File: config.mk
export PLATFORM = sky130hd
export DESIGN_NAME = mli_mem_init
export DESIGN_NICKNAME = d
export VERILOG_FILES = /design/src/rtl/mli_pkg.sv /design/src/rtl/mli_lfsr.sv /design/src/rtl/mli_dual_ctr.sv /design/src/rtl/mli_seq.sv /design/src/rtl/mli_mem_init.sv
export SDC_FILE = /design/constraint.sdc
export NUM_CORES = 1
export LEC_CHECK = 0
export BUFFER_PORTS_ARGS = -buffer_cell sky130_fd_sc_hd__buf_4
export CORE_AREA = 2 2 97 99
export CTS_CLUSTER_DIAMETER = 60
export DETAILED_ROUTE_END_ITERATION = 8
export DIE_AREA = 0 0 99 101
export GPL_TIMING_DRIVEN = 0
export HOLD_SLACK_MARGIN = 0.06
export SLEW_MARGIN = 0
export SYNTH_ARGS = -nofsm -noshare
export SYNTH_HDL_FRONTEND = slang
export SYNTH_HIERARCHICAL = 1
export SYNTH_SLANG_ARGS = --single-unit
File: constraint.sdc
create_clock -name clk_i -period 3.35 [get_ports clk_i]
set_input_delay 0.5025 -clock clk_i [delete_from_list [all_inputs] [get_ports clk_i]]
set_output_delay 0.5025 -clock clk_i [all_outputs]
set_load 0.02 [all_outputs]
File: src/rtl/mli_pkg.sv
`timescale 1ns/1ps
package mli_pkg;

   typedef enum logic [1:0] {
      ST_IDLE  = 2'd0,
      ST_FILL  = 2'd1,
      ST_FAULT = 2'd2
   } mli_state_e;

   typedef enum logic {
      LFSR_GALOIS    = 1'b0,
      LFSR_FIBONACCI = 1'b1
   } lfsr_kind_e;

endpackage

File: src/rtl/mli_lfsr.sv
`timescale 1ns/1ps
module mli_lfsr #(
   parameter int                  W        = 32,
   parameter logic [W-1:0]        POLY     = 32'hB4BC_D35C,
   parameter mli_pkg::lfsr_kind_e KIND     = mli_pkg::LFSR_GALOIS,
   parameter logic [W-1:0]        ZERO_SUB = 32'h0000_0001
) (
   input  logic         clk_i,
   input  logic         rst_ni,
   input  logic         load_i,
   input  logic [W-1:0] seed_i,
   input  logic         step_i,
   output logic [W-1:0] state_o
);

   logic [W-1:0] state_q;
   logic [W-1:0] next_s;
   logic [W-1:0] seed_fix;

   assign seed_fix = (seed_i == '0) ? ZERO_SUB : seed_i;

   generate
      if (KIND == mli_pkg::LFSR_GALOIS) begin : g_galois
         always_comb next_s = (state_q >> 1) ^ ({W{state_q[0]}} & POLY);
      end else begin : g_fibonacci
         always_comb next_s = {state_q[W-2:0], ^(state_q & POLY)};
      end
   endgenerate

   always_ff @(posedge clk_i or negedge rst_ni) begin
      if (!rst_ni) begin
         state_q <= ZERO_SUB;
      end else if (load_i) begin
         state_q <= seed_fix;
      end else if (step_i) begin
         state_q <= next_s;
      end
   end

   assign state_o = state_q;

endmodule

File: src/rtl/mli_dual_ctr.sv
`timescale 1ns/1ps
module mli_dual_ctr #(
   parameter int DEPTH = 64,
   parameter int CW    = 6
) (
   input  logic          clk_i,
   input  logic          rst_ni,
   input  logic          clr_i,
   input  logic          inc_i,
   output logic [CW-1:0] cnt_o,
   output logic          fault_o
);

   localparam logic [CW-1:0] LAST = CW'(DEPTH - 1);

   // copy A counts up; copy B holds the bitwise complement of the same count
   logic [CW-1:0] cnt_a_q;
   logic [CW-1:0] cnt_b_q;
   logic          mismatch;
   logic          over;

   always_ff @(posedge clk_i or negedge rst_ni) begin
      if (!rst_ni) begin
         cnt_a_q <= '0;
         cnt_b_q <= '1;
      end else if (clr_i) begin
         cnt_a_q <= '0;
         cnt_b_q <= '1;
      end else if (inc_i) begin
         cnt_a_q <= cnt_a_q + 1'b1;
         cnt_b_q <= cnt_b_q - 1'b1;
      end
   end

   assign mismatch = (cnt_a_q != ~cnt_b_q);

   generate
      if (DEPTH == (1 << CW)) begin : g_full_range
         assign over = 1'b0;
      end else begin : g_range_chk
         assign over = (cnt_a_q > LAST);
      end
   endgenerate

   assign cnt_o   = cnt_a_q;
   assign fault_o = mismatch | over;

endmodule

File: src/rtl/mli_seq.sv
`timescale 1ns/1ps
module mli_seq #(
   parameter int DEPTH = 64,
   parameter int CW    = 6
) (
   input  logic          clk_i,
   input  logic          rst_ni,
   input  logic          start_i,
   input  logic [CW-1:0] cnt_i,
   input  logic          fault_i,
   output logic          load_o,
   output logic          inc_o,
   output logic          step_o,
   output logic          busy_o,
   output logic          done_o,
   output logic          err_o,
   output logic          alert_o,
   output logic          wr_en_o
);

   import mli_pkg::*;

   localparam logic [CW-1:0] LAST = CW'(DEPTH - 1);

   mli_state_e state_q;
   logic       done_q;
   logic       err_q;
   logic       alert_q;
   logic       filling;
   logic       last;
   logic       accept;

   assign filling = (state_q == ST_FILL);
   assign last    = (cnt_i == LAST);
   assign accept  = (state_q == ST_IDLE) && start_i && !fault_i;

   always_ff @(posedge clk_i or negedge rst_ni) begin
      if (!rst_ni) begin
         state_q <= ST_IDLE;
         done_q  <= 1'b0;
         err_q   <= 1'b0;
         alert_q <= 1'b0;
      end else begin
         alert_q <= 1'b0;
         if (fault_i && state_q != ST_FAULT) begin
            state_q <= ST_FAULT;
            err_q   <= 1'b1;
            done_q  <= 1'b0;
            alert_q <= 1'b1;
         end else begin
            unique case (state_q)
               ST_IDLE: if (accept) begin
                  state_q <= ST_FILL;
                  done_q  <= 1'b0;
               end
               ST_FILL: if (last) begin
                  state_q <= ST_IDLE;
                  done_q  <= 1'b1;
               end
               default: state_q <= ST_FAULT;
            endcase
         end
      end
   end

   assign load_o  = accept;
   assign inc_o   = filling && !last && !fault_i;
   assign step_o  = filling && !fault_i;
   assign busy_o  = filling;
   assign done_o  = done_q;
   assign err_o   = err_q;
   assign alert_o = alert_q;
   assign wr_en_o = filling && !fault_i;

endmodule

File: src/rtl/mli_mem_init.sv
`timescale 1ns/1ps
module mli_mem_init #(
   parameter int                  DEPTH    = 1024,
   parameter int                  DATA_W   = 32,
   parameter int                  NONCE_W  = 64,
   parameter mli_pkg::lfsr_kind_e KIND     = mli_pkg::LFSR_GALOIS,
   parameter logic [DATA_W-1:0]   POLY     = 32'hB4BC_D35C,
   parameter logic [DATA_W-1:0]   ZERO_SUB = 32'h0000_0001,
   localparam int                 AW       = (DEPTH > 1) ? $clog2(DEPTH) : 1
) (
   input  logic               clk_i,
   input  logic               rst_ni,
   input  logic               start_i,
   input  logic [NONCE_W-1:0] nonce_i,
   output logic               busy_o,
   output logic               done_o,
   output logic               err_o,
   output logic               alert_o,
   output logic               wr_en_o,
   output logic [AW-1:0]      wr_addr_o,
   output logic [DATA_W-1:0]  wr_data_o
);

   generate
      if (DEPTH < 2) begin : g_bad_depth
         $error("DEPTH must be at least 2");
      end
      if (DATA_W < 2) begin : g_bad_width
         $error("DATA_W must be at least 2");
      end
      if (NONCE_W < DATA_W) begin : g_bad_nonce
         $error("NONCE_W must cover DATA_W");
      end
      if (ZERO_SUB == '0) begin : g_bad_sub
         $error("ZERO_SUB must be nonzero");
      end
      if (POLY == '0) begin : g_bad_poly
         $error("POLY must be nonzero");
      end
   endgenerate

   logic          load;
   logic          inc;
   logic          step;
   logic          fault;
   logic [AW-1:0] cnt;

   mli_dual_ctr #(
      .DEPTH (DEPTH),
      .CW    (AW)
   ) u_ctr (
      .clk_i   (clk_i),
      .rst_ni  (rst_ni),
      .clr_i   (load),
      .inc_i   (inc),
      .cnt_o   (cnt),
      .fault_o (fault)
   );

   mli_lfsr #(
      .W        (DATA_W),
      .POLY     (POLY),
      .KIND     (KIND),
      .ZERO_SUB (ZERO_SUB)
   ) u_lfsr (
      .clk_i   (clk_i),
      .rst_ni  (rst_ni),
      .load_i  (load),
      .seed_i  (nonce_i[DATA_W-1:0]),
      .step_i  (step),
      .state_o (wr_data_o)
   );

   mli_seq #(
      .DEPTH (DEPTH),
      .CW    (AW)
   ) u_seq (
      .clk_i   (clk_i),
      .rst_ni  (rst_ni),
      .start_i (start_i),
      .cnt_i   (cnt),
      .fault_i (fault),
      .load_o  (load),
      .inc_o   (inc),
      .step_o  (step),
      .busy_o  (busy_o),
      .done_o  (done_o),
      .err_o   (err_o),
      .alert_o (alert_o),
      .wr_en_o (wr_en_o)
   );

   assign wr_addr_o = cnt;

endmodule

# Word level (Yosys, flattened, before mapping)
# Cells that the tools add are included.
dict set report totals {
  ff_bits 57
  elab_cells 48
  in_bits 67
}
dict set report classes {
  muxes 16
  addsub 2
  n_eq_ne 6
  n_bitwise 2
  reduce_logical 15
}
# cell count
set op_table {}
lappend op_table {{$mux 32} 3}
lappend op_table {{$mux 10} 4}
lappend op_table {{$logic_not 32->1} 1}
lappend op_table {{$xor 31x32->32} 1}
lappend op_table {{$add 10x1->10 const B} 1}
lappend op_table {{$eq 10x10->1 const B} 1}
lappend op_table {{$ne 10x10->1} 1}
lappend op_table {{$not 10->10} 1}
lappend op_table {{$sub 10x1->10 const B} 1}
lappend op_table {{$logic_and 1x1->1} 6}
lappend op_table {{$mux 2} 3}
lappend op_table {{$ne 3x3->1 const B} 2}
lappend op_table {{$mux 1} 4}
lappend op_table {{$pmux 2 s2} 1}
lappend op_table {{$reduce_bool 2->1} 2}
lappend op_table {{$reduce_and 3->1} 1}
lappend op_table {{$reduce_bool 3->1} 1}
lappend op_table {{$eq 2x1->1 const B} 1}
lappend op_table {{$logic_not 1->1} 2}
lappend op_table {{$logic_not 2->1} 1}
lappend op_table {{$ne 2x2->1 const B} 1}
lappend op_table {{$pmux 1 s2} 1}
lappend op_table {{$reduce_and 2->1} 1}

# Longest topological paths before layout
# Gate-level depths: netlist (run 1).
dict set report logic_depth {
  depth_word 7
  ltp_mapped 12
  ltp_nobuf 10
}

# By module
# Netlist (run 1), hierarchy kept.
# mod cells_each seq_area_each_um2 area_each_um2 instances
set modules_own_cells {}
lappend modules_own_cells {mli_lfsr 187 802.0 1691.6 1}
lappend modules_own_cells {mli_dual_ctr 109 513.0 1103.6 1}
lappend modules_own_cells {mli_seq 28 125.1 262.8 1}

# Least setup slack after synthesis (run 1)
# No wires, ideal clock.
dict set report synth_path {
  path_kind {register to register}
  startpoint {reg u_ctr.cnt_a_q[4] (netlist: u_ctr/cnt_o[4])}
  endpoint {reg u_ctr.cnt_b_q[4]}
  path_stages_with_launch 11
  setup_ps 92
  n_path_buf 1
  t_required_ps 3258
  setup_slack_ps 676
  synth_period_minus_slack_ps 2674
  arrival_ps 2582
  path_cell_list {dfrtp_1 -> xnor2_1 -> nor4_1 -> nand4_1 -> nor2_1 -> and2_1 -> nor2b_1 -> clkbuf_8 -> nand3b_1 -> o21ai_0 -> or3b_2}
}
dict set report synth_between {
  elab_cells_between_ends 9
  classes_between {eq/ne (2); mux (1); reduce/logical (6)}
}
# item line
set synth_lines {}
lappend synth_lines {{start, declared} mli_dual_ctr.sv:17} ;# logic [CW-1:0] cnt_a_q;
lappend synth_lines {{start signal, assigned} mli_dual_ctr.sv:30} ;# cnt_a_q <= cnt_a_q + 1'b1;
lappend synth_lines {{$ne 10x10->1} mli_dual_ctr.sv:35} ;# assign mismatch = (cnt_a_q != ~cnt_b_q);
lappend synth_lines {{named net fault} mli_mem_init.sv:45} ;# logic fault;
lappend synth_lines {{$logic_not 1->1} mli_seq.sv:67} ;# assign inc_o = filling && !last && !fault_i;
lappend synth_lines {{$logic_and 1x1->1} mli_seq.sv:67}
lappend synth_lines {{named net inc} mli_mem_init.sv:43} ;# logic inc;
lappend synth_lines {{$reduce_bool 2->1 (no line)} -}
lappend synth_lines {{end signal, assigned} mli_dual_ctr.sv:31} ;# cnt_b_q <= cnt_b_q - 1'b1;
lappend synth_lines {{end, declared} mli_dual_ctr.sv:18} ;# logic [CW-1:0] cnt_b_q;
# The timed path passes the listed nets, and every way through them passes these cells.
# A chain may end at the register's enable or synchronous reset.

# Worst setup path in the final report (run 1)
dict set report layout_path {
  startpoint {reg u_ctr.cnt_b_q[5]}
  endpoint {reg u_ctr.cnt_b_q[4]}
}
dict set report layout_between {
  elab_chain_len 5
  elab_cells_between_ends 7
  classes_between {eq/ne (1); mux (1); bitwise (1); reduce/logical (4)}
}
# item line
set layout_rtl {}
lappend layout_rtl {{$not 10->10} mli_dual_ctr.sv:35}
lappend layout_rtl {{$ne 10x10->1} mli_dual_ctr.sv:35}
lappend layout_rtl {{named net fault} mli_mem_init.sv:45}
lappend layout_rtl {{$logic_not 1->1} mli_seq.sv:67}
lappend layout_rtl {{$logic_and 1x1->1} mli_seq.sv:67}
lappend layout_rtl {{named net inc} mli_mem_init.sv:43}
lappend layout_rtl {{$reduce_bool 2->1 (no line)} -}
# The timed path passes the listed nets, and every way through them passes these cells.

==> results of run 1 <==
[power by group through the flow]
stage               Combinational, mW  Clock [mW]  Sequential (mW)
finish                          0.216       0.799            0.757
floorplan                      0.0713           0            0.797
global placement                0.216           0            0.769
global route                    0.234       0.853            0.762
detailed placement              0.218           0            0.770
CTS                             0.219       0.819            0.757
[repair_timing]
item | 4_1_cts | 5_1_grt
buffers inserted | 0 | 0
setup endpoints to repair | 0 | 42
resized for setup | 0 | 2
[stage by stage]
stage / TNS [ns] / hold slack [ns]
2_1_floorplan: 0 / 0.207
3_3_place_gp: 0 / 0.458
3_5_place_dp: 0 / 0.468
4_1_cts: 0 / 0.241
5_1_grt: -0.00709 / 0.264
6_report: 0 / 0.215
[kinds of logic after synthesis]
| family | synth area share [%] |
|---|---|
| buffers and inverters | 5.24 |
| AOI/OAI and AO/OA | 11.3 |
| adders and majority gates | 0.818 |
| xor gates and xnor gates | 11.2 |
| DFF | 47.1 |
| and+or+nand+nor | 19.1 |
| muxes | 5.24 |
[sequential cells by signal (all words and copies together) (netlist names)]
| register | count |
|---|---|
| u_ctr/cnt_b_q | 10 |
| u_ctr/cnt_o | 10 |
| u_lfsr/state_o | 32 |
| u_seq/alert_o | 1 |
| u_seq/done_o | 1 |
| u_seq/err_o | 1 |
| u_seq/state_q | 2 |
[area by class of cell]
class	count	area [sq um]	area share, %
multi-input combinational	240	1460	36.1
clock inverter	5	103	2.53
buffer	20	134	3.30
tap	111	139	3.42
clock buffer	11	141	3.49
sequential	57	1440	35.5
timing repair buffer	81	608	15.0
inverter	7	26.3	0.648
[layer usage]
layer	GRT usage (%)	routed length, microns
met1	21.6	3700
met2	26.8	3740
met3	3.81	570
met4	6.64	100
met5	0	0
[worst max-delay path, cell delays in order (launching register included)]
cell and delay, ns:
sky130_fd_sc_hd__dfstp_2 0.59, sky130_fd_sc_hd__xnor2_1 0.09, sky130_fd_sc_hd__nor4_1 0.29, sky130_fd_sc_hd__nand4_1 0.21, sky130_fd_sc_hd__nor2_1 0.19, sky130_fd_sc_hd__and2_2 0.26
sky130_fd_sc_hd__nor2b_1 0.26, sky130_fd_sc_hd__clkbuf_8 0.22, sky130_fd_sc_hd__nand3b_1 0.20, sky130_fd_sc_hd__o21ai_0 0.18, sky130_fd_sc_hd__or3b_2 0.44
[cell usage after synthesis (all sizes together) (3+ instances only)]
cell / instances
o21ai: 55
xor2: 9
dfrtp: 46
nor2: 12
or3b: 3
nand4: 5
buf: 12
xnor2: 30
dfstp: 11
a21oi: 6
nor4: 11
nor2b: 4
clkbuf: 8
nand2b: 6
mux2i: 16
nand2: 58
nor3: 5
inv: 7
[worst paths after layout]
path                       slack, ns  cells after the start                  to        startpoint
max                             0.32                     10    u_ctr/cnt_b_q[4]  u_ctr/cnt_b_q[5]
min                             0.22                      1   u_lfsr/state_o[6]            rst_ni
max reg2reg                     0.32                     10    u_ctr/cnt_b_q[4]  u_ctr/cnt_b_q[5]
min reg2reg                     0.48                      1         u_seq/err_o       u_seq/err_o
max in group asynchronous       2.64                      1        u_seq/done_o            rst_ni
min in group clk_i              0.38                      3  u_lfsr/state_o[22]       nonce_i[22]
==> impl_table.tex, run 1 <==
\begin{tabular}{lr}
\hline
Metric & Value \\
\hline
\multicolumn{2}{l}{\textbf{Yosys}} \\
\quad Synthesis-stage register bit count & 57 \\
\quad Share of async-settable or async-resettable flops after synthesis & 100\% \\
\quad Mapped Cells & 324 \\
\quad Largest cells by area after synthesis & sky130\_fd\_sc\_hd\_\_dfrtp\_1 38\%, sky130\_fd\_sc\_hd\_\_dfstp\_2 9.5\%, sky130\_fd\_sc\_hd\_\_xnor2\_1 8.6\%, sky130\_fd\_sc\_hd\_\_nand2\_1 7.1\%, sky130\_fd\_sc\_hd\_\_o21ai\_1 6.4\% \\
\quad Cell area after synthesis & around 3100 sq um \\
\quad Top\_reg\_cell synth & sky130\_fd\_sc\_hd\_\_dfrtp\_1 \\
\quad EDFF count, synth & 0 \\
\quad Warnings, synthesis & 6 \\
\quad Sequential area share after synthesis & a little under half \\
\quad Mean instance size in the synthesized netlist & between 9 and 10 sq um \\
\quad Share of the synthesized area in the top cell type & 37.6\% \\
\quad Dominant cell type by area after synthesis & sky130\_fd\_sc\_hd\_\_dfrtp\_1 \\
\quad Total nets after synthesis & 393 \\
\quad Number of distinct library cells after synthesis & 43 \\
\multicolumn{2}{l}{\textbf{Finish}} \\
\quad Most common cell after layout, fill and taps aside & sky130\_fd\_sc\_hd\_\_buf\_4 \\
\quad Final Net Count & roughly 490 \\
\quad Final standard cell count with taps included and fillers excluded & around 530 \\
\quad Number of fill cells & between 800 and 900 \\
\quad Commonest non-fill, non-tap cells in the layout & 84 x sky130\_fd\_sc\_hd\_\_buf\_4, 58 x sky130\_fd\_sc\_hd\_\_nand2\_1, 46 x sky130\_fd\_sc\_hd\_\_dfrtp\_1, 39 x sky130\_fd\_sc\_hd\_\_o21ai\_1, 30 x sky130\_fd\_sc\_hd\_\_xnor2\_1 \\
\quad Antenna Diode Count & 0 \\
\quad Fraction of layout cells with a size suffix above 1 & roughly 30\% \\
\quad Layout overhead on the synthesized area & 32.6\% \\
\quad Utilization after layout & between 40\% and 50\% \\
\quad Non-Filler Cell Area, Final & 4060 sq um \\
\multicolumn{2}{l}{\textbf{Outcome}} \\
\quad Outcome & complete, no violations \\
\multicolumn{2}{l}{\textbf{Global route}} \\
\quad Overall Global Routing Usage & roughly 17\% \\
\quad Vias in the first global route & approximately 2600 \\
\quad Global-route wire length before repair & 13.2 mm \\
\quad Total congestion overflow after global routing & 0 \\
\quad Pin count of the biggest net entering global routing & between 50 and 60 \\
\quad Antenna violations before repair & 0 \\
\multicolumn{2}{l}{\textbf{Detailed routing}} \\
\quad Number of nets still failing antenna checks after routing & 0 \\
\quad Wire length per cell & around 15 microns \\
\quad Pre-antenna DRT Iters & 4 \\
\quad Remaining design rule violation count & 0 \\
\quad Average vias per placed instance & 5.04 \\
\quad Number of DRC violations after detailed-routing iteration 0 & 104 \\
\quad Via total after detailed routing & 2680 \\
\quad Routed WL & 8.12 mm \\
\multicolumn{2}{l}{\textbf{Clock tree}} \\
\quad Hold bufs inserted after CTS & 0 \\
\quad Clock tree from TritonCTS & done \\
\quad CTS H-tree depth & 3 \\
\quad Cell chosen for the clock root & sky130\_fd\_sc\_hd\_\_clkbuf\_8 \\
\quad Clock buffers created by TritonCTS & 9 \\
\quad Max Root-Sink Buffers & 2 \\
\quad Clk sink count & 57 \\
\quad Worst-Skew Late Latency & roughly 0.33 ns \\
\quad Clock slew at the register clock pins of the worst setup and hold paths & approximately 0.07 ns \\
\multicolumn{2}{l}{\textbf{Critical path}} \\
\quad Data arrival time at the worst-slack endpoint & 3.27 ns \\
\quad Critical path capture point type & register \\
\quad Type of the setup path with the least slack & register to register \\
\quad Startpoint Class & register \\
\quad Peak fanout along the critical path & 10 \\
\quad Crit path required time & between 3 and 4 ns \\
\multicolumn{2}{l}{\textbf{Run}} \\
\quad Max Cap Violations & 0 \\
\multicolumn{2}{l}{\textbf{Floorplan}} \\
\quad I/O pin count & between 100 and 150 \\
\quad Area inside the core boundary & around 9000 sq um \\
\quad Initial core utilization & around 34\% \\
\quad Vertical die dimension & about 100 microns \\
\quad Die X-Extent & between 90 and 100 microns \\
\quad Die area & 10000 sq um \\
\quad Number of rows created at floorplan & 35 \\
\multicolumn{2}{l}{\textbf{STA}} \\
\quad Number of setup violations in the final report & 0 \\
\quad Slew at the pin closest to its max-slew limit & approximately 0.73 ns \\
\quad Worst max-slew margin expressed relative to the limit & about half \\
\quad Portion of the clock cycle consumed by the worst path in the final layout & between 90\% and 100\% \\
\quad Setup ws final & 0.319 ns \\
\quad Achievable clock frequency & around 330 MHz \\
\quad Shortest clock period the worst path allows after layout & between 3 and 4 ns \\
\quad Final hold viol count & 0 \\
\quad Final setup skew & approximately 0.012 ns \\
\quad Fin. max-slew vios & 0 \\
\multicolumn{2}{l}{\textbf{Pwr}} \\
\quad Reported net switching power & between 0.4 and 0.5 mW \\
\quad Static leakage power & 1.63 nW \\
\quad Power density of the placed cells & about 440 nW/um\^{}2 \\
\quad Worst-case vdd ir drop & 0.198 mV \\
\quad Share of total power in combinational logic & 12.2\% \\
\quad Switching power share of the total & roughly a quarter \\
\quad Internal Power & about 1.3 mW \\
\quad Power after layout & approximately 1.8 mW \\
\quad Clock network fraction of design power & 45.1\% \\
\quad Reg power frac & between 40\% and 50\% \\
\multicolumn{2}{l}{\textbf{Place}} \\
\quad Weighted congestion at the end of routability-driven global placement & roughly 0.80 \\
\quad Placement Cell Area & around 3800 sq um \\
\quad Final HPWL DP & 5.93 mm \\
\quad Count of input and output buffers & between 80 and 90 \\
\quad Pre-CTS WS & $\sim$0.23 ns \\
\quad Post-placement cell count & about 520 \\
\multicolumn{2}{l}{\textbf{Min path}} \\
\quad Worst min path class & primary input to asynchronous set/reset pin \\
\hline
\end{tabular}
Note: power is estimated with default switching activity, not from simulation.
==> inputs of run 2 (changes only) <==
--- a/config.mk
+++ b/config.mk
@@ -6,6 +6,7 @@
 export NUM_CORES = 1
 export LEC_CHECK = 0
 export BUFFER_PORTS_ARGS = -buffer_cell sky130_fd_sc_hd__buf_4
+export CAP_MARGIN = 20
 export CORE_AREA = 2 2 97 99
 export CTS_CLUSTER_DIAMETER = 60
 export DETAILED_ROUTE_END_ITERATION = 8
==> constraint.sdc (replaced) <==
create_clock -name clk_i -period 3.67 [get_ports clk_i]
set_input_delay 0.5505 -clock clk_i [delete_from_list [all_inputs] [get_ports clk_i]]
set_output_delay 0.5505 -clock clk_i [all_outputs]
set_load 0.02 [all_outputs]
==> impl_table.tex, run 2 (synthesis gave the netlist of run 1 again) <==
\begin{tabular}{lr}
\hline
Metric & Value \\
\hline
\multicolumn{2}{l}{\textbf{Outcome}} \\
\quad Outcome & complete, no violations \\
\multicolumn{2}{l}{\textbf{Floorplan}} \\
\quad Initial core utilization & 34.1\% (unchanged) \\
\quad Vertical die dimension & 101 microns (unchanged) \\
\quad Area inside the core boundary & 8980 sq um (unchanged) \\
\quad I/O pin count & 114 (unchanged) \\
\quad Die X-Extent & 99 microns (unchanged) \\
\quad Number of rows created at floorplan & 35 (unchanged) \\
\quad Die area & 10000 sq um (unchanged) \\
\multicolumn{2}{l}{\textbf{Pwr}} \\
\quad Worst-case vdd ir drop & 0.181 mV (-8.8\%) \\
\quad Static leakage power & 1.63 nW (-0.13\%) \\
\quad Power after layout & 1.62 mW (-8.7\%) \\
\quad Power density of the placed cells & 399 nW/um\^{}2 (-8.6\%) \\
\multicolumn{2}{l}{\textbf{Global route}} \\
\quad Pin count of the biggest net entering global routing & 58 (unchanged) \\
\quad Overall Global Routing Usage & 16.6\% (unchanged) \\
\quad Total congestion overflow after global routing & 0 (unchanged) \\
\quad Antenna violations before repair & 0 (unchanged) \\
\quad Vias in the first global route & 2621 (unchanged) \\
\quad Global-route wire length before repair & 13.2 mm (unchanged) \\
\multicolumn{2}{l}{\textbf{Detailed routing}} \\
\quad Average vias per placed instance & 5.05 (+0.34\%) \\
\quad Number of nets still failing antenna checks after routing & 0 (unchanged) \\
\quad Pre-antenna DRT Iters & 4 (unchanged) \\
\quad Via total after detailed routing & 2689 (+0.34\%) \\
\quad Wire length per cell & 15.3 microns (+0.17\%) \\
\quad Remaining design rule violation count & 0 (unchanged) \\
\quad Routed WL & 8.13 mm (+0.17\%) \\
\quad Number of DRC violations after detailed-routing iteration 0 & 92 (-12\%) \\
\multicolumn{2}{l}{\textbf{Critical path}} \\
\quad Standard cell with the maximum stage delay on the critical path & sky130\_fd\_sc\_hd\_\_dfstp\_2 \\
\quad Number of buffer and inverter stages on the critical path & 1 (unchanged) \\
\quad Startpoint Class & register \\
\quad Data arrival time at the worst-slack endpoint & 3.35 ns (+0.08 ns) \\
\quad Crit path required time & 3.92 ns (+0.33 ns) \\
\quad CP peak stage delay & 0.59 ns (about the same) \\
\quad Gate family responsible for the most delay along the worst path & simple AND/OR/NAND/NOR gates \\
\quad Peak fanout along the critical path & 10 (unchanged) \\
\quad Critical path capture point type & register \\
\quad Critical path, cell by cell & xnor2\_1, nor4\_1, nand4\_1, nor2\_1, and2\_1, nor2b\_1, clkbuf\_8, nand3b\_1, o21ai\_0, or3b\_2 \\
\quad Type of the setup path with the least slack & register to register \\
\multicolumn{2}{l}{\textbf{Clock tree}} \\
\quad Clock slew at the register clock pins of the worst setup and hold paths & 0.07 ns (about the same) \\
\quad Hold bufs inserted after CTS & 0 (unchanged) \\
\quad Clk sink count & 57 (unchanged) \\
\quad Clock tree from TritonCTS & done \\
\quad Clock buffers created by TritonCTS & 9 (unchanged) \\
\quad Worst-Skew Late Latency & 0.34 ns (about the same) \\
\quad Cell chosen for the clock root & sky130\_fd\_sc\_hd\_\_clkbuf\_8 \\
\quad CTS H-tree depth & 3 (unchanged) \\
\quad Post-CTS setup repair buffer count & 0 (unchanged) \\
\quad Number of gates given a new drive strength after cts & 0 (unchanged) \\
\quad Max Root-Sink Buffers & 2 (unchanged) \\
\multicolumn{2}{l}{\textbf{Finish}} \\
\quad Final standard cell count with taps included and fillers excluded & 532 (unchanged) \\
\quad Commonest non-fill, non-tap cells in the layout & 84 x sky130\_fd\_sc\_hd\_\_buf\_4, 58 x sky130\_fd\_sc\_hd\_\_nand2\_1, 46 x sky130\_fd\_sc\_hd\_\_dfrtp\_1, 39 x sky130\_fd\_sc\_hd\_\_o21ai\_1, 30 x sky130\_fd\_sc\_hd\_\_xnor2\_1 \\
\quad Antenna Diode Count & 0 (unchanged) \\
\quad Final Net Count & 485 (unchanged) \\
\quad Most common cell after layout, fill and taps aside & sky130\_fd\_sc\_hd\_\_buf\_4 \\
\quad Multi-input gate area in the final layout & 1460 sq um (-0.43\%) \\
\quad Seq. cell area & 1440 sq um (unchanged) \\
\quad Number of fill cells & 896 (+0.34\%) \\
\quad Number of flip-flops under the largest register name & 32 (unchanged) \\
\quad Fraction of layout cells with a size suffix above 1 & 29.5\% (-0.48 points) \\
\quad Non-Filler Cell Area, Final & 4050 sq um (-0.15\%) \\
\quad Layout overhead on the synthesized area & 32.4\% \\
\multicolumn{2}{l}{\textbf{Place}} \\
\quad Pre-CTS WS & 0.546 ns (+0.320 ns) \\
\quad Post-placement cell count & 516 (unchanged) \\
\quad Placement Cell Area & 3800 sq um (unchanged) \\
\quad Final HPWL DP & 5.93 mm (unchanged) \\
\quad Count of input and output buffers & 81 (unchanged) \\
\quad Weighted congestion at the end of routability-driven global placement & 0.804 (unchanged) \\
\multicolumn{2}{l}{\textbf{STA}} \\
\quad Shortest clock period the worst path allows after layout & 3.11 ns (+0.0771 ns) \\
\quad Portion of the clock cycle consumed by the worst path in the final layout & 84.7\% (-5.8 points) \\
\quad Number of setup violations in the final report & 0 (unchanged) \\
\quad Fin. max-slew vios & 0 (unchanged) \\
\quad Slew at the pin closest to its max-slew limit & 0.729 ns (-0.00190 ns) \\
\quad Total negative slack for setup checks & 0 ns (unchanged) \\
\quad Worst max-slew margin expressed relative to the limit & 51.4\% (+0.13 points) \\
\quad Setup repair after global routing missed its margin & no \\
\quad Setup ws final & 0.562 ns (+0.243 ns) \\
\quad Final hold viol count & 0 (unchanged) \\
\quad Achievable clock frequency & 322 MHz (-2.5\%) \\
\quad Final setup skew & 0.0110 ns (-0.000552 ns) \\
\multicolumn{2}{l}{\textbf{Min path}} \\
\quad Worst min path class & primary input to asynchronous set/reset pin \\
\multicolumn{2}{l}{\textbf{Run}} \\
\quad Max Cap Violations & 0 (unchanged) \\
\hline
\end{tabular}
## run 2: final timing paths
check	startpoint	to	slack [ns]	cells after the start
min in group clk_i	nonce_i[22]	u_lfsr/state_o[22]	0.43	3
worst min register to register	u_seq/err_o	u_seq/err_o	0.48	1
worst max-delay path	u_ctr/cnt_b_q[5]	u_ctr/cnt_b_q[4]	0.56	10
worst min-delay path	rst_ni	u_lfsr/state_o[6]	0.26	1
worst max register to register	u_ctr/cnt_b_q[5]	u_ctr/cnt_b_q[4]	0.56	10
max in group asynchronous	rst_ni	u_seq/done_o	2.92	1
## run 2: report_power, final
group	internal (mW)	switching, mW
registers	0.659	0.0318
logic	0.0971	0.100
clock network	0.469	0.260
## run 2: cell type report
class,instances,area share (%)
buffer,20,3.31
clock buffer,11,3.49
timing repair buffer,81,15.0
clock inverter,5,2.53
inverter,7,0.649
tap,111,3.43
sequential,57,35.6
multi-input combinational,240,36.0
## run 2: metal layers
| metal | part of all wire (%) | vias up | track usage [%] |
|---|---|---|---|
| met5 | 0 | - | 0 |
| met4 | 1.2 | 0 | 6.64 |
| met3 | 6.6 | 8 | 3.81 |
| met2 | 46 | 97 | 26.8 |
| met1 | 46 | 1292 | 21.6 |
| li1 | - | 1292 | - |
## run 2: worst reg2reg max path, cell delays in order (launching register included)
cell                       delay [ns]
sky130_fd_sc_hd__dfstp_2         0.59
sky130_fd_sc_hd__xnor2_1         0.09
sky130_fd_sc_hd__nor4_1          0.29
sky130_fd_sc_hd__nand4_1         0.21
sky130_fd_sc_hd__nor2_1          0.20
sky130_fd_sc_hd__and2_1          0.32
sky130_fd_sc_hd__nor2b_1         0.28
sky130_fd_sc_hd__clkbuf_8        0.22
sky130_fd_sc_hd__nand3b_1        0.19
sky130_fd_sc_hd__o21ai_0         0.18
sky130_fd_sc_hd__or3b_2          0.44
## run 2: per-stage QoR
stage	hold slack, ns	util, %
after floorplan	0.255	-
after global placement	0.458	42.4
after detailed placement	0.468	42.4
after CTS	0.289	45.1
after global routing	0.312	45.1
final	0.258	45.1
==> inputs of run 3 (changes only) <==
==> constraint.sdc (replaced) <==
create_clock -name clk_i -period 3.1 [get_ports clk_i]
set_input_delay 0.465 -clock clk_i [delete_from_list [all_inputs] [get_ports clk_i]]
set_output_delay 0.465 -clock clk_i [all_outputs]
set_load 0.02 [all_outputs]
==> impl_table.tex, run 3 (synthesis gave the netlist of run 1 again) <==
\begin{tabular}{lr}
\hline
Metric & Value \\
\hline
\multicolumn{2}{l}{\textbf{Critical path}} \\
\quad Peak fanout along the critical path & 10 (unchanged) \\
\quad Critical path capture point type & register \\
\quad Data arrival time at the worst-slack endpoint & 3.12 ns (-0.23 ns) \\
\quad Type of the setup path with the least slack & register to register \\
\quad Startpoint Class & register \\
\quad Crit path required time & 3.34 ns (-0.58 ns) \\
\multicolumn{2}{l}{\textbf{Clock tree}} \\
\quad Cell chosen for the clock root & sky130\_fd\_sc\_hd\_\_clkbuf\_8 \\
\quad CTS H-tree depth & 3 (unchanged) \\
\quad Clock slew at the register clock pins of the worst setup and hold paths & 0.07 ns (about the same) \\
\quad Hold bufs inserted after CTS & 0 (unchanged) \\
\quad Clock buffers created by TritonCTS & 9 (unchanged) \\
\quad Worst-Skew Late Latency & 0.33 ns (about the same) \\
\quad Clock tree from TritonCTS & done \\
\quad Max Root-Sink Buffers & 2 (unchanged) \\
\quad Clk sink count & 57 (unchanged) \\
\multicolumn{2}{l}{\textbf{Pwr}} \\
\quad Worst-case vdd ir drop & 0.214 mV (+18\%) \\
\quad Clock network fraction of design power & 45.0\% (about the same) \\
\quad Internal Power & 1.45 mW (+18\%) \\
\quad Reported net switching power & 0.465 mW (+18\%) \\
\quad Switching power share of the total & 24.3\% (about the same) \\
\quad Power density of the placed cells & 469 nW/um\^{}2 (+17\%) \\
\quad Reg power frac & 42.7\% (about the same) \\
\quad Static leakage power & 1.64 nW (+0.66\%) \\
\quad Share of total power in combinational logic & 12.3\% (about the same) \\
\multicolumn{2}{l}{\textbf{STA}} \\
\quad Number of setup violations in the final report & 0 (unchanged) \\
\quad Final hold viol count & 0 (unchanged) \\
\quad Setup repair after global routing missed its margin & no \\
\quad Final setup skew & 0.0116 ns (+0.000622 ns) \\
\quad Worst hold slack after final layout & 0.175 ns (-0.0828 ns) \\
\quad Slew at the pin closest to its max-slew limit & 0.732 ns (+0.00354 ns) \\
\quad Shortest clock period the worst path allows after layout & 2.87 ns (-0.235 ns) \\
\quad Achievable clock frequency & 348 MHz (+8.2\%) \\
\quad Fin. max-slew vios & 0 (unchanged) \\
\quad Portion of the clock cycle consumed by the worst path in the final layout & 92.7\% (+8.0 points) \\
\quad Worst max-slew margin expressed relative to the limit & 51.2\% (-0.24 points) \\
\multicolumn{2}{l}{\textbf{Floorplan}} \\
\quad Die area & 10000 sq um (unchanged) \\
\quad I/O pin count & 114 (unchanged) \\
\quad Number of rows created at floorplan & 35 (unchanged) \\
\quad Vertical die dimension & 101 microns (unchanged) \\
\quad Area inside the core boundary & 8980 sq um (unchanged) \\
\quad Initial core utilization & 34.1\% (unchanged) \\
\quad Die X-Extent & 99 microns (unchanged) \\
\multicolumn{2}{l}{\textbf{Global route}} \\
\quad Total congestion overflow after global routing & 0 (unchanged) \\
\quad Grt met2 use & 26.7\% (-0.10 points) \\
\quad Pin count of the biggest net entering global routing & 58 (unchanged) \\
\quad Overall Global Routing Usage & 16.6\% (-0.029 points) \\
\quad Global-route wire length before repair & 13.2 mm (-0.31\%) \\
\quad Antenna violations before repair & 0 (unchanged) \\
\quad Met3 Resource Use GR & 3.81\% (unchanged) \\
\quad Global routing's busiest layer & met2 \\
\quad Global routing met1 resource utilization & 21.6\% (unchanged) \\
\quad Vias in the first global route & 2613 (-0.31\%) \\
\multicolumn{2}{l}{\textbf{Detailed routing}} \\
\quad Routed WL & 8.25 mm (+1.4\%) \\
\quad Pre-antenna DRT Iters & 4 (unchanged) \\
\quad Wire length per cell & 15.4 microns (+1.0\%) \\
\quad Remaining design rule violation count & 0 (unchanged) \\
\quad Number of DRC violations after detailed-routing iteration 0 & 121 (+32\%) \\
\quad Average vias per placed instance & 5.10 (+0.81\%) \\
\quad Number of nets still failing antenna checks after routing & 0 (unchanged) \\
\quad Via total after detailed routing & 2721 (+1.2\%) \\
\multicolumn{2}{l}{\textbf{Place}} \\
\quad Count of input and output buffers & 81 (unchanged) \\
\quad Post-placement cell count & 516 (unchanged) \\
\quad Final HPWL DP & 5.93 mm (unchanged) \\
\quad Weighted congestion at the end of routability-driven global placement & 0.804 (unchanged) \\
\multicolumn{2}{l}{\textbf{Finish}} \\
\quad Seq. cell area & 1440 sq um (unchanged) \\
\quad Antenna Diode Count & 0 (unchanged) \\
\quad Most common cell after layout, fill and taps aside & sky130\_fd\_sc\_hd\_\_buf\_4 \\
\quad Final standard cell count with taps included and fillers excluded & 534 (+0.38\%) \\
\quad Layout overhead on the synthesized area & 33.5\% \\
\quad Commonest non-fill, non-tap cells in the layout & 86 x sky130\_fd\_sc\_hd\_\_buf\_4, 58 x sky130\_fd\_sc\_hd\_\_nand2\_1, 46 x sky130\_fd\_sc\_hd\_\_dfrtp\_1, 39 x sky130\_fd\_sc\_hd\_\_o21ai\_1, 30 x sky130\_fd\_sc\_hd\_\_xnor2\_1 \\
\quad Multi-input gate area in the final layout & 1480 sq um (+1.2\%) \\
\quad Number of fill cells & 890 (-0.67\%) \\
\quad Fraction of layout cells with a size suffix above 1 & 31.0\% (+1.5 points) \\
\quad Final Net Count & 487 (+0.41\%) \\
\quad Number of flip-flops under the largest register name & 32 (unchanged) \\
\multicolumn{2}{l}{\textbf{Min path}} \\
\quad Worst min path class & primary input to asynchronous set/reset pin \\
\multicolumn{2}{l}{\textbf{Run}} \\
\quad Max Cap Violations & 0 (unchanged) \\
\multicolumn{2}{l}{\textbf{Outcome}} \\
\quad Outcome & complete, no violations \\
\hline
\end{tabular}
-- run 3: path summary, 6_finish.rpt --
path	from	end	slack, ns	cells after the start
max in group asynchronous	rst_ni	u_ctr/cnt_o[2]	2.43	1
hold reg to reg	u_seq/err_o	u_seq/err_o	0.48	1
min in group clk_i	nonce_i[22]	u_lfsr/state_o[22]	0.35	3
setup / recovery	u_ctr/cnt_b_q[4]	u_ctr/cnt_b_q[4]	0.23	10
setup reg to reg	u_ctr/cnt_b_q[4]	u_ctr/cnt_b_q[4]	0.23	10
hold / removal	rst_ni	u_lfsr/state_o[6]	0.18	1
-- run 3: timing repair --
action                                 CTS  global route
endpoints found under the hold margin    0             0
pin swaps                                0             2
buffers inserted                         0             2
setup endpoints to repair                1            48
gates resized for setup                  1             4
-- run 3: area by class of cell --
class / count / area share [%]
multi-input combinational: 240 / 36.1
sequential: 57 / 35.3
timing repair buffer: 83 / 15.3
clock buffer: 11 / 3.46
tap: 111 / 3.40
buffer: 20 / 3.28
clock inverter: 5 / 2.51
inverter: 7 / 0.644
-- run 3: power by group through the flow --
stage | combinational, mW | sequential [mW] | clock (mW)
floorplan | 0.0771 | 0.861 | 0
global placement | 0.233 | 0.831 | 0
detailed placement | 0.235 | 0.832 | 0
CTS | 0.236 | 0.818 | 0.886
global route | 0.255 | 0.824 | 0.922
finish | 0.235 | 0.818 | 0.862
-- run 3: critical path: stages (launching register included) --
cell,delay (ns)
sky130_fd_sc_hd__dfstp_2,0.60
sky130_fd_sc_hd__xnor2_1,0.11
sky130_fd_sc_hd__nor4_2,0.28
sky130_fd_sc_hd__nand4_1,0.22
sky130_fd_sc_hd__nor2_2,0.17
sky130_fd_sc_hd__and2_2,0.25
sky130_fd_sc_hd__nor2b_2,0.22
sky130_fd_sc_hd__clkbuf_8,0.19
sky130_fd_sc_hd__nand3b_1,0.15
sky130_fd_sc_hd__o21ai_0,0.16
sky130_fd_sc_hd__or3b_2,0.44
-- run 3: metal layers --
| layer | share of wire (%) | up-vias |
|---|---|---|
| li1 | - | 1295 |
| met1 | 45 | 1314 |
| met2 | 46 | 102 |
| met3 | 7.1 | 10 |
| met4 | 1.6 | 0 |
| met5 | 0 | - |
-- run 3: metrics by stage --
step / worst slack (ns) / util [%] / setup TNS [ns] / power (mW) / cell area [sq um]
floorplan: 0.426 / - / 0 / 0.938 / 3060
global placement: -0.00356 / 42.4 / -0.00356 / 1.06 / 3800
detailed placement: -0.0235 / 42.4 / -0.0235 / 1.07 / 3800
CTS: 0.0168 / 45.1 / 0 / 1.94 / 4050
global route: 0.00429 / 45.5 / 0 / 2.00 / 4080
finish: 0.227 / 45.5 / 0 / 1.92 / 4080
